## src/rtl/dma4_pkg.sv

```systemverilog
package dma4_pkg;
  typedef enum logic [1:0] {
    ST_IDLE = 2'd0,
    ST_HOLD = 2'd1,
    ST_MOVE = 2'd2
  } seq_state_e;

  localparam logic [1:0] XM_SINGLE = 2'd0;
  localparam logic [1:0] XM_BLOCK  = 2'd1;
  localparam logic [1:0] XM_DEMAND = 2'd2;

  localparam logic [1:0] FLD_ADDR = 2'd0;
  localparam logic [1:0] FLD_CNT  = 2'd1;
  localparam logic [1:0] FLD_MODE = 2'd2;
  localparam logic [1:0] FLD_CTRL = 2'd3;

  typedef struct packed {
    logic [1:0] xmode;
    logic       auto_init;
    logic       dec;
    logic       dir;
  } chan_mode_t;
endpackage

```

## src/rtl/dma4_chan.sv

```systemverilog
module dma4_chan
  import dma4_pkg::*;
#(
  parameter int W = 16
) (
  input  logic         clk,
  input  logic         rst_n,
  input  logic         wr_addr,
  input  logic         wr_cnt,
  input  logic         wr_mode,
  input  logic         wr_ctrl,
  input  logic [W-1:0] wdata,
  input  logic         step,
  input  logic         eop,
  input  logic         stat_clr,
  input  logic         dreq,
  output logic [W-1:0] cur_addr,
  output logic [W-1:0] cur_cnt,
  output chan_mode_t   mode,
  output logic         mask,
  output logic         sreq,
  output logic         at_zero,
  output logic         want,
  output logic         pend,
  output logic         stat
);
  localparam int MW = $bits(chan_mode_t);

  logic [W-1:0] base_addr_q, base_addr_d, base_cnt_q, base_cnt_d;
  logic [W-1:0] addr_q, addr_d, cnt_q, cnt_d;
  chan_mode_t   mode_q, mode_d;
  logic         mask_q, mask_d, sreq_q, sreq_d, stat_q, stat_d;
  logic         last;

  assign at_zero = (cnt_q == '0);
  assign last    = step & at_zero;

  always_comb begin
    base_addr_d = base_addr_q;
    base_cnt_d  = base_cnt_q;
    addr_d      = addr_q;
    cnt_d       = cnt_q;
    mode_d      = mode_q;
    mask_d      = mask_q;
    sreq_d      = sreq_q;
    stat_d      = stat_q;
    if (stat_clr) stat_d = 1'b0;
    if (step) begin
      addr_d = mode_q.dec ? addr_q - W'(1) : addr_q + W'(1);
      cnt_d  = cnt_q - W'(1);
      if (last) begin
        stat_d = 1'b1;
        sreq_d = 1'b0;
        if (mode_q.auto_init) begin
          addr_d = base_addr_q;
          cnt_d  = base_cnt_q;
        end else begin
          mask_d = 1'b1;
        end
      end else if (eop) begin
        sreq_d = 1'b0;
      end
    end
    if (wr_addr) begin
      base_addr_d = wdata;
      addr_d      = wdata;
    end
    if (wr_cnt) begin
      base_cnt_d = wdata;
      cnt_d      = wdata;
    end
    if (wr_mode) mode_d = chan_mode_t'(wdata[MW-1:0]);
    if (wr_ctrl) begin
      mask_d = wdata[0];
      sreq_d = wdata[1];
    end
  end

  always_ff @(posedge clk or negedge rst_n) begin
    if (!rst_n) begin
      base_addr_q <= '0;
      base_cnt_q  <= '0;
      addr_q      <= '0;
      cnt_q       <= '0;
      mode_q      <= '0;
      mask_q      <= 1'b1;
      sreq_q      <= 1'b0;
      stat_q      <= 1'b0;
    end else begin
      base_addr_q <= base_addr_d;
      base_cnt_q  <= base_cnt_d;
      addr_q      <= addr_d;
      cnt_q       <= cnt_d;
      mode_q      <= mode_d;
      mask_q      <= mask_d;
      sreq_q      <= sreq_d;
      stat_q      <= stat_d;
    end
  end

  assign cur_addr = addr_q;
  assign cur_cnt  = cnt_q;
  assign mode     = mode_q;
  assign mask     = mask_q;
  assign sreq     = sreq_q;
  assign want     = dreq | sreq_q;
  assign pend     = want & ~mask_q;
  assign stat     = stat_q;

  assert_mask_at_tc_R10: assert property (@(posedge clk) disable iff (!rst_n)
    (step && at_zero && !mode_q.auto_init && !wr_ctrl) |=> mask_q);

  assert_reload_R10: assert property (@(posedge clk) disable iff (!rst_n)
    (step && at_zero && mode_q.auto_init && !wr_addr && !wr_cnt)
      |=> (addr_q == $past(base_addr_q) && cnt_q == $past(base_cnt_q)));

  assert_count_down_R5: assert property (@(posedge clk) disable iff (!rst_n)
    (step && !at_zero && !wr_cnt) |=> (cnt_q == $past(cnt_q) - W'(1)));

  assert_tc_flag_R13: assert property (@(posedge clk) disable iff (!rst_n)
    (step && at_zero) |=> stat_q);
endmodule

```

## src/rtl/dma4_arb.sv

```systemverilog
module dma4_arb #(
  parameter int N   = 4,
  parameter int CIW = (N > 1) ? $clog2(N) : 1
) (
  input  logic [N-1:0]   pend,
  output logic [CIW-1:0] win,
  output logic           any
);
  always_comb begin
    win = '0;
    any = |pend;
    for (int i = N - 1; i >= 0; i--) begin
      if (pend[i]) win = CIW'(i);
    end
  end
endmodule

```

## src/rtl/dma4_seq.sv

```systemverilog
module dma4_seq
  import dma4_pkg::*;
#(
  parameter int CIW = 2
) (
  input  logic           clk,
  input  logic           rst_n,
  input  logic           any,
  input  logic [CIW-1:0] win,
  input  logic           hack,
  input  logic           eop,
  input  logic [1:0]     act_xmode,
  input  logic           act_want,
  input  logic           act_zero,
  output seq_state_e     state,
  output logic [CIW-1:0] act,
  output logic           step
);
  seq_state_e     state_q, state_d;
  logic [CIW-1:0] act_q, act_d;
  logic           stop;

  always_comb begin
    stop = act_zero | eop;
    case (act_xmode)
      XM_BLOCK:  ;
      XM_DEMAND: stop = stop | ~act_want;
      default:   stop = 1'b1;
    endcase
  end

  always_comb begin
    state_d = state_q;
    act_d   = act_q;
    case (state_q)
      ST_IDLE: if (any) begin
        state_d = ST_HOLD;
        act_d   = win;
      end
      ST_HOLD: if (hack) state_d = ST_MOVE;
      ST_MOVE: if (stop) state_d = ST_IDLE;
      default: state_d = ST_IDLE;
    endcase
  end

  always_ff @(posedge clk or negedge rst_n) begin
    if (!rst_n) begin
      state_q <= ST_IDLE;
      act_q   <= '0;
    end else begin
      state_q <= state_d;
      act_q   <= act_d;
    end
  end

  assign state = state_q;
  assign act   = act_q;
  assign step  = (state_q == ST_MOVE);

  assert_move_after_grant_R2: assert property (@(posedge clk) disable iff (!rst_n)
    $rose(state_q == ST_MOVE) |-> $past(hack));

  assert_single_release_R6: assert property (@(posedge clk) disable iff (!rst_n)
    (state_q == ST_MOVE && act_xmode == XM_SINGLE) |=> (state_q == ST_IDLE));

  assert_block_keeps_bus_R7: assert property (@(posedge clk) disable iff (!rst_n)
    (state_q == ST_MOVE && act_xmode == XM_BLOCK && !act_zero && !eop)
      |=> (state_q == ST_MOVE));
endmodule

```

## src/rtl/dma4_ctrl.sv

```systemverilog
module dma4_ctrl
  import dma4_pkg::*;
#(
  parameter int NCH = 4,
  parameter int W   = 16
) (
  input  logic                  clk,
  input  logic                  rst_n,
  input  logic [$clog2(NCH)+2:0] reg_addr,
  input  logic                  reg_we,
  input  logic                  reg_re,
  input  logic [W-1:0]          reg_wdata,
  output logic [W-1:0]          reg_rdata,
  input  logic [NCH-1:0]        dreq,
  output logic [NCH-1:0]        dack,
  output logic                  hold_req,
  input  logic                  hold_ack,
  input  logic                  eop,
  output logic [W-1:0]          bus_addr,
  output logic                  mem_rd,
  output logic                  mem_wr,
  output logic                  tc,
  output logic                  irq
);
  localparam int CIW = $clog2(NCH);
  localparam int RAW = CIW + 3;
  localparam int MW  = $bits(chan_mode_t);

  logic rst_meta, rst_i;
  always_ff @(posedge clk or negedge rst_n) begin
    if (!rst_n) begin
      rst_meta <= 1'b0;
      rst_i    <= 1'b0;
    end else begin
      rst_meta <= 1'b1;
      rst_i    <= rst_meta;
    end
  end

  logic           sel_stat;
  logic [CIW-1:0] sel_ch;
  logic [1:0]     fld;
  assign sel_stat = reg_addr[RAW-1];
  assign sel_ch   = reg_addr[RAW-2:2];
  assign fld      = reg_addr[1:0];

  logic [W-1:0]   addr_a [NCH];
  logic [W-1:0]   cnt_a  [NCH];
  chan_mode_t     mode_a [NCH];
  logic [NCH-1:0] mask_v, sreq_v, zero_v, want_v, pend_v, stat_v;

  seq_state_e     state;
  logic [CIW-1:0] act, win;
  logic           step, any, in_move;

  for (genvar c = 0; c < NCH; c++) begin : g_ch
    logic hit;
    assign hit = reg_we & ~sel_stat & (sel_ch == CIW'(c));
    dma4_chan #(.W(W)) u_chan (
      .clk     (clk),
      .rst_n   (rst_i),
      .wr_addr (hit & (fld == FLD_ADDR)),
      .wr_cnt  (hit & (fld == FLD_CNT)),
      .wr_mode (hit & (fld == FLD_MODE)),
      .wr_ctrl (hit & (fld == FLD_CTRL)),
      .wdata   (reg_wdata),
      .step    (step & (act == CIW'(c))),
      .eop     (eop),
      .stat_clr(reg_re & sel_stat),
      .dreq    (dreq[c]),
      .cur_addr(addr_a[c]),
      .cur_cnt (cnt_a[c]),
      .mode    (mode_a[c]),
      .mask    (mask_v[c]),
      .sreq    (sreq_v[c]),
      .at_zero (zero_v[c]),
      .want    (want_v[c]),
      .pend    (pend_v[c]),
      .stat    (stat_v[c])
    );
  end

  dma4_arb #(.N(NCH), .CIW(CIW)) u_arb (
    .pend(pend_v),
    .win (win),
    .any (any)
  );

  dma4_seq #(.CIW(CIW)) u_seq (
    .clk      (clk),
    .rst_n    (rst_i),
    .any      (any),
    .win      (win),
    .hack     (hold_ack),
    .eop      (eop),
    .act_xmode(mode_a[act].xmode),
    .act_want (want_v[act]),
    .act_zero (zero_v[act]),
    .state    (state),
    .act      (act),
    .step     (step)
  );

  always_comb begin
    reg_rdata = '0;
    if (sel_stat) begin
      reg_rdata[NCH-1:0] = stat_v;
    end else begin
      case (fld)
        FLD_ADDR: reg_rdata = addr_a[sel_ch];
        FLD_CNT:  reg_rdata = cnt_a[sel_ch];
        FLD_MODE: reg_rdata[MW-1:0] = mode_a[sel_ch];
        default:  reg_rdata[1:0] = {sreq_v[sel_ch], mask_v[sel_ch]};
      endcase
    end
  end

  assign in_move  = (state == ST_MOVE);
  assign hold_req = (state != ST_IDLE);
  assign dack     = in_move ? (NCH'(1) << act) : '0;
  assign bus_addr = in_move ? addr_a[act] : '0;
  assign mem_rd   = in_move & mode_a[act].dir;
  assign mem_wr   = in_move & ~mode_a[act].dir;
  assign tc       = in_move & zero_v[act];
  assign irq      = |stat_v;

  assert_dack_onehot_R3: assert property (@(posedge clk) disable iff (!rst_i)
    $onehot0(dack));

  assert_irq_after_tc_R13: assert property (@(posedge clk) disable iff (!rst_i)
    $rose(irq) |-> $past(tc));

  assert_eop_ends_R9: assert property (@(posedge clk) disable iff (!rst_i)
    (|dack && eop) |=> (dack == '0));

  assert_strobe_exclusive_R4: assert property (@(posedge clk) disable iff (!rst_i)
    !(mem_rd && mem_wr));
endmodule

```

## config.mk

```make
export PLATFORM = sky130hd
export DESIGN_NAME = dma4_ctrl
export DESIGN_NICKNAME = d
export VERILOG_FILES = /design/src/rtl/dma4_pkg.sv /design/src/rtl/dma4_chan.sv /design/src/rtl/dma4_arb.sv /design/src/rtl/dma4_seq.sv /design/src/rtl/dma4_ctrl.sv
export SDC_FILE = /design/constraint.sdc
export NUM_CORES = 1
export LEC_CHECK = 0
export ABC_AREA = 1
export BUFFER_PORTS_ARGS = -buffer_cell sky130_fd_sc_hd__buf_2
export CORE_MARGIN = 4
export CORE_UTILIZATION = 50
export DETAILED_ROUTE_END_ITERATION = 16
export HOLD_SLACK_MARGIN = 0.03
export PLACE_DENSITY = 0.67
export SYNTH_ARGS = -nofsm -noshare
export SYNTH_HDL_FRONTEND = slang
export SYNTH_SLANG_ARGS = --single-unit
```

## constraint.sdc

```tcl
create_clock -name clk -period 10.3 [get_ports clk]
set_input_delay 1.545 -clock clk [delete_from_list [all_inputs] [get_ports clk]]
set_output_delay 1.545 -clock clk [all_outputs]
set_load 0.01 [all_outputs]
```

==> run_results.csv, run 1 <==
group,metric,value,unit
logic_synthesis,synth_area_leaders,"dfrtp_1 (36%), nand2_1 (16%), o21ai_0 (9.4%)",
critical_path,crit_path_max_fanout,31,
cts,clock_latency,0.56,ns
cts,cts_made_buffers,36,
sta,finalHoldViolCount,0,
sta,hold_slack,0.3619,ns
sta,worst_slew_pin_slew,1.245,ns
placed_design,globalplace.congestion,1.008,
floorplan,dieHeight,208.4,um
cts,cts_sinks,294,
critical_path,cp-start-kind,"primary input",
detailed_routing,ant_nets,0,
global_route,grt_pass1_wl,116800,um
sta,finalSetupTns,0,ns
floorplan,ioPinCount,72,
detailed_routing,wl_per_cell,21.63,um
pwr,peakVddDrop,0.1618,mV
sta,fmax,192.6,MHz
sta,min_period,5.192,ns
final_layout,area_growth,8.707,%
global_route,grt_overflow,0,
cts,path_clk_slew,0.05,ns
detailed_routing,wl_met3,6885,um
logic_synthesis,ys_ff_latch,294,
logic_synthesis,yosysUniqueCellTypes,45,
sta,skew,0.01547,ns
job,drv_cap,0,
global_route,antenna_found_initial,2,
pwr,p_leak,0.01142,uW
pwr,p_switching,2659,uW
detailed_routing,met1Wirelength,31960,um
sta,finalSetupViolCount,0,
final_layout,stdcell_area,21840,um^2
detailed_routing,met2_wirelength,34120,um
pwr,clock_power_share,0.218,
sta,slew_viol_final,0,
placed_design,hpwl,55890,um
pwr,powerDensity,264.4,nW/um^2
logic_synthesis,yosysTopAreaCell,"dfrtp_1",
detailed_routing,drtIter0Drc,2171,
detailed_routing,routed.top_layer,"met4",
critical_path,crit_arrival,3.65,ns
critical_path,endpoint_kind,"output port",
critical_path,crit_path_top_delay_cell,"nand2_1",
sta,finalCritPeriodShare,0.5041,
floorplan,initial_utilization,0.5056,
cts,hold_buffers,0,
critical_path,path_class,"in2out",
global_route,grt_usage,0.3460,
logic_synthesis,syn_nets,3105,
worst_hold_path,hp-class,"reg2reg",
detailed_routing,vias,20710,
logic_synthesis,synthTopCellsByCount,"nand2_1 (837), inv_1 (462), o21ai_0 (377), dfrtp_1 (290), nand3_1 (254)",
logic_synthesis,yosys_warnings,0,
critical_path,crit_required,8.76,ns
logic_synthesis,synth.top_cell.area_share,0.3612,
cts,cts_resized,0,
sta,slew_headroom,0.1672,
cts,cts_setup_buffers,0,
floorplan,dieWidth,208.4,um
critical_path,max_stage_delay,0.86,ns
logic_synthesis,synth_area,20090,um^2
logic_synthesis,synth.avg_cell_area,6.688,um^2
floorplan,core-area,39730,um^2
status,status,"finished clean",
detailed_routing,vias_per_cell,5.811,
logic_synthesis,synthFlopType,"dfrtp_1",
critical_path,path_cells,"buf_2, inv_1, nand2_1, o22ai_1, o21ai_0, nand3_1, o21ai_0, nand2_1, buf_2",
cts,cts_tree,"done",
logic_synthesis,synth_edf_count,0,
cts,cts_max_level,2,
logic_synthesis,ys_seq_area_frac,0.3665,
logic_synthesis,synthCells,3004,
final_layout,layout-drive-gt1-share,0.06059,
logic_synthesis,async_flop_share,1.000,
global_route,grt_start_max_net_pins,78,
pwr,seqPwrFrac,0.325,
pwr,p_comb_frac,0.457,
global_route,grt_pass1_vias,19310,
logic_synthesis,yosysMostFrequentCell,"nand2_1",
floorplan,dieArea,43450,um^2
cts,clockBufferDepth,3,
sta,rsz0062_at_grt,"no",
pwr,total_power,5774,uW
pwr,intPower,3116,uW
detailed_routing,firstDrtPassIters,6,
floorplan,num_rows,73,
placed_design,port-buffer-count,71,
final_layout,nets,3114,
detailed_routing,totalWireLength,77080,um
placed_design,placed_cell_area,20720,um^2
cts,root_buffer,"clkbuf_16",
pwr,p_sw_frac,0.4604,
detailed_routing,drcViolationCount,0,
==> critical path: cells and delay by family <==
kind                   cells  cell delay [ns]
AO/OA/AOI/OAI              3             0.59
buffers and inverters      3             0.38
AND/OR/NAND/NOR            3             1.11
==> layout make-up <==
cell class	count	area, um^2
Tap cell	525	656.9
Antenna cell	1	2.502
Clock inverter	7	62.56
Inverter	475	1783
Sequential cell	294	7366
Timing Repair Buffer	83	445.4
Fill cell	4010	17890
Multi-Input combinational cell	2123	10470
Clock buffer	55	1054
==> power groups by stage <==
stage | combinational [uW] | sequential (uW) | clock (uW)
6_report | 2640 | 1880 | 1260
3_5_place_dp | 2580 | 1870 | 0
2_1_floorplan | 1850 | 1750 | 0
5_1_grt | 2950 | 1910 | 1310
3_3_place_gp | 2550 | 1870 | 0
4_1_cts | 2600 | 1860 | 1270
==> placed cells by master, fill, tap and decap left out, drive strengths merged, types with 55 or more instances in the layout <==
| master | count |
|---|---|
| dfrtp | 290 |
| inv | 475 |
| nand3 | 254 |
| nor2 | 215 |
| o22ai | 90 |
| o21ai | 378 |
| a21oi | 103 |
| buf | 83 |
| ha | 66 |
| nand2 | 849 |
| clkbuf | 55 |
==> metal layers <==
layer  GRT usage  vias to the layer above
met5           0                        -
met4      0.1583                        0
met3     0.06212                      195
met2      0.5375                      931
met1      0.4733                     9804
li1            -                     9775
==> metrics by stage <==
step	cells	utilization	setup WS (ns)
6_report	3563	0.5496	5.108
5_1_grt	3563	0.5496	4.953
4_1_cts	3562	0.5496	5.184
3_5_place_dp	3500	0.5215	5.183
3_3_place_gp	3500	0.5215	5.233
2_1_floorplan	3004	-	1.507
==> flip-flops by register name (all words and copies together) (netlist names) <==
name	count
g_ch.u_chan.base_addr_q	64
g_ch.u_chan.sreq	4
g_ch.u_chan.cur_addr	64
u_seq.act	2
g_ch.u_chan.base_cnt_q	64
rst_meta	1
rst_i	1
u_seq.state	2
g_ch.u_chan.cur_cnt	64
g_ch.u_chan.mode	20
g_ch.u_chan.mask	4
g_ch.u_chan.stat	4
==> logic make-up (layout without fill, tap and decap cells) <==
kind of cell,Yosys count,count (layout),share of synthesized area
AO/OA/AOI/OAI,638,638,0.1748
XOR/XNOR,38,38,0.01657
adder cells (fa/ha/maj),70,70,0.04509
buffers and inverters,587,620,0.1125
flip-flops,294,294,0.3665
other,1,2,0.0001867
AND/OR/NAND/NOR,1376,1376,0.2844
==> path summary, 6_finish.rpt <==
check | cells past startpoint | slack, ns | from | endpoint
worst max-delay path | 9 | 5.11 | reg_addr[3] | reg_rdata[1]
worst min-delay path | 0 | 0.36 | rst_meta$_DFF_PN0_ | rst_i$_DFF_PN0_
worst max register to register | 8 | 6.65 | u_seq.state[0]$_DFFE_PN0P_ | g_ch[1].u_chan.cur_addr[5]$_DFFE_PN0P_
worst min register to register | 0 | 0.36 | rst_meta$_DFF_PN0_ | rst_i$_DFF_PN0_
max in group asynchronous | 2 | 8.12 | rst_i$_DFF_PN0_ | g_ch[2].u_chan.base_addr_q[9]$_DFFE_PN0P_
min in group asynchronous | 1 | 0.57 | rst_i$_DFF_PN0_ | g_ch[3].u_chan.cur_cnt[7]$_DFFE_PN0P_
(Power assumes the default switching activity.)
==> inputs of run 2 (changes only) <==
clock period = 4.8 ns   (was 10.3 ns; I/O delays follow)
==> run 2 against run 1 <==
  * Non-clock buffer count rose by 7
  * Routed wire length fell by 5.5%
  * Critical path depth is 1 higher
  * Utilization increased by 0.20 points
  * Via count is 0.61% higher
  * Sequential share of layout area down 0.12 points
  * Count of clock-buffer cells in the layout unchanged
  * Setup slack got worse by 4.0 ns
  * Final cell count increased by 0.20%
  * First-iteration DRC count increased by 12%
  * Design area increased by 0.36%
  * Sequential power increased by 110%
  * Largest cell class unchanged
  * Largest power group unchanged
==> run_results.csv, run 2 (synthesized netlist as in run 1, its figures left out) <==
group,metric,value,unit
critical_path,startpoint,"reg_addr[3]",
cts,path_clk_slew,0.06,ns
cts,cts_made_buffers,35,
critical_path,crit_path_end,"reg_rdata[2]",
critical_path,cp-start-kind,"primary input",
global_route,grt_start_max_net_pins,169,
final_layout,fin_util,0.5516,
critical_path,path_class,"in2out",
floorplan,ioPinCount,72,
sta,fin_ws,1.070,ns
global_route,grt_overflow,0,
cts,cts_sinks,294,
pwr,p_leak,0.01147,uW
global_route,antenna_found_initial,1,
worst_hold_path,hp-class,"reg2async",
sta,finalSetupViolCount,0,
placed_design,dp_cells,3506,
detailed_routing,firstDrtPassIters,6,
placed_design,globalplace.congestion,1.023,
pwr,peakVddDrop,0.2863,mV
critical_path,rrSetupSlack,1.42,ns
cts,clockBufferDepth,3,
critical_path,crit_required,4.08,ns
placed_design,dpl_worst_slack,1.251,ns
cts,cts_max_level,2,
cts,cts_tree,"done",
global_route,grt_pass1_wl,112800,um
sta,slew_headroom,0.3204,
floorplan,initial_utilization,0.5056,
pwr,powerDensity,556.5,nW/um^2
status,status,"finished clean",
floorplan,dieWidth,208.4,um
sta,min_period,3.730,ns
sta,skew,0.03746,ns
final_layout,layout-drive-gt1-share,0.06275,
detailed_routing,drtIter0Drc,2442,
floorplan,dieHeight,208.4,um
sta,rsz0062_at_grt,"no",
critical_path,r2r_end,"g_ch[2].u_chan.cur_addr[1]$_DFFE_PN0P_",
final_layout,n_fill_cell,3948,
sta,worst_slew_pin_slew,1.018,ns
cts,clock_latency,0.58,ns
global_route,grt_pass1_vias,19650,
sta,finalHoldViolCount,0,
detailed_routing,vias,20830,
final_layout,area_growth,9.100,%
job,drv_cap,0,
critical_path,reg2regPathDepth,10,
final_layout,layout_common_cells,"nand2_1 (837), inv_1 (462), o21ai_0 (377)",
floorplan,core-area,39730,um^2
floorplan,num_rows,73,
detailed_routing,totalWireLength,72850,um
placed_design,port-buffer-count,71,
final_layout,nets,3120,
critical_path,r2r_start,"u_seq.state[0]$_DFFE_PN0P_",
final_layout,post_layout_nonfiller_instances,3570,
cts,root_buffer,"clkbuf_16",
global_route,grt_usage,0.3286,
cts,cts_resized,0,
sta,slew_viol_final,0,
sta,finalCritPeriodShare,0.7770,
critical_path,crit_arrival,3.01,ns
critical_path,crit_path_max_fanout,36,
critical_path,endpoint_kind,"output port",
detailed_routing,wl_per_cell,20.41,um
detailed_routing,ant_nets,0,
sta,fmax,268.1,MHz
sta,finalSetupTns,0,ns
detailed_routing,vias_per_cell,5.835,
detailed_routing,drcViolationCount,0,
floorplan,dieArea,43450,um^2
placed_design,hpwl,52720,um
final_layout,layout_commonest_cell,"nand2_1",
[run 2: worst min path at each step]
stage | to | slack, ns
detailed placement | g_ch[3].u_chan.base_cnt_q[8]$_DFFE_PN0P_ | 0.33
global placement | g_ch[3].u_chan.cur_cnt[8]$_DFFE_PN0P_ | 0.32
CTS | g_ch[3].u_chan.base_cnt_q[8]$_DFFE_PN0P_ | 0.33
finish | g_ch[3].u_chan.base_cnt_q[8]$_DFFE_PN0P_ | 0.31
global route | g_ch[3].u_chan.base_cnt_q[0]$_DFFE_PN0P_ | 0.36
floorplan | rst_i$_DFF_PN0_ | 0.33
[run 2: timing repair]
action | CTS | global route
hold endpoints to repair | 2 | 0
setup buffers | 0 | 0
hold buffers | 1 | 0
[run 2: routing by layer]
layer  up-vias  global-route usage  wire (um)
li1       9772                   -          -
met1      9821              0.4394      29540
met2      1044              0.5179      32500
met3       195             0.06152       6777
met4         0              0.1552       4029
met5         -                   0          0
[run 2: stage by stage]
stage	cell area [um^2]	hold slack, ns	power (uW)
final	21920	0.3120	12200
after global routing	21910	0.3582	13090
after CTS	21910	0.3332	12110
after detailed placement	20780	0.3259	9398
after global placement	20780	0.3234	9312
after floorplan	20090	0.3312	7726
[run 2: critical path, stage by stage]
cell     delay [ns]
buf_2          0.14
nand2_2        0.62
inv_1          0.27
nand2_1        0.11
o21ai_0        0.09
o21ai_0        0.41
nand3_1        0.14
nand2_1        0.08
o21ai_0        0.19
buf_2          0.21
[run 2: cell type report]
| class | instances | area [um^2] | share of cell area |
|---|---|---|---|
| multi-input cells | 2123 | 10470 | 0.4777 |
| inverters | 475 | 1783 | 0.08135 |
| clock buffers | 55 | 1052 | 0.04801 |
| flip-flops and latches | 294 | 7366 | 0.3361 |
| repair buffers | 90 | 513.0 | 0.02341 |
| clock inverters | 7 | 75.07 | 0.003425 |
| well taps | 525 | 656.9 | 0.02997 |
| diodes | 1 | 2.502 | 0.0001142 |
[run 2: report_power, final]
part | total, uW | switching, uW | internal, uW
combinational | 5510 | 3630 | 1880
sequential | 4010 | 755 | 3250
clock | 2680 | 1120 | 1560
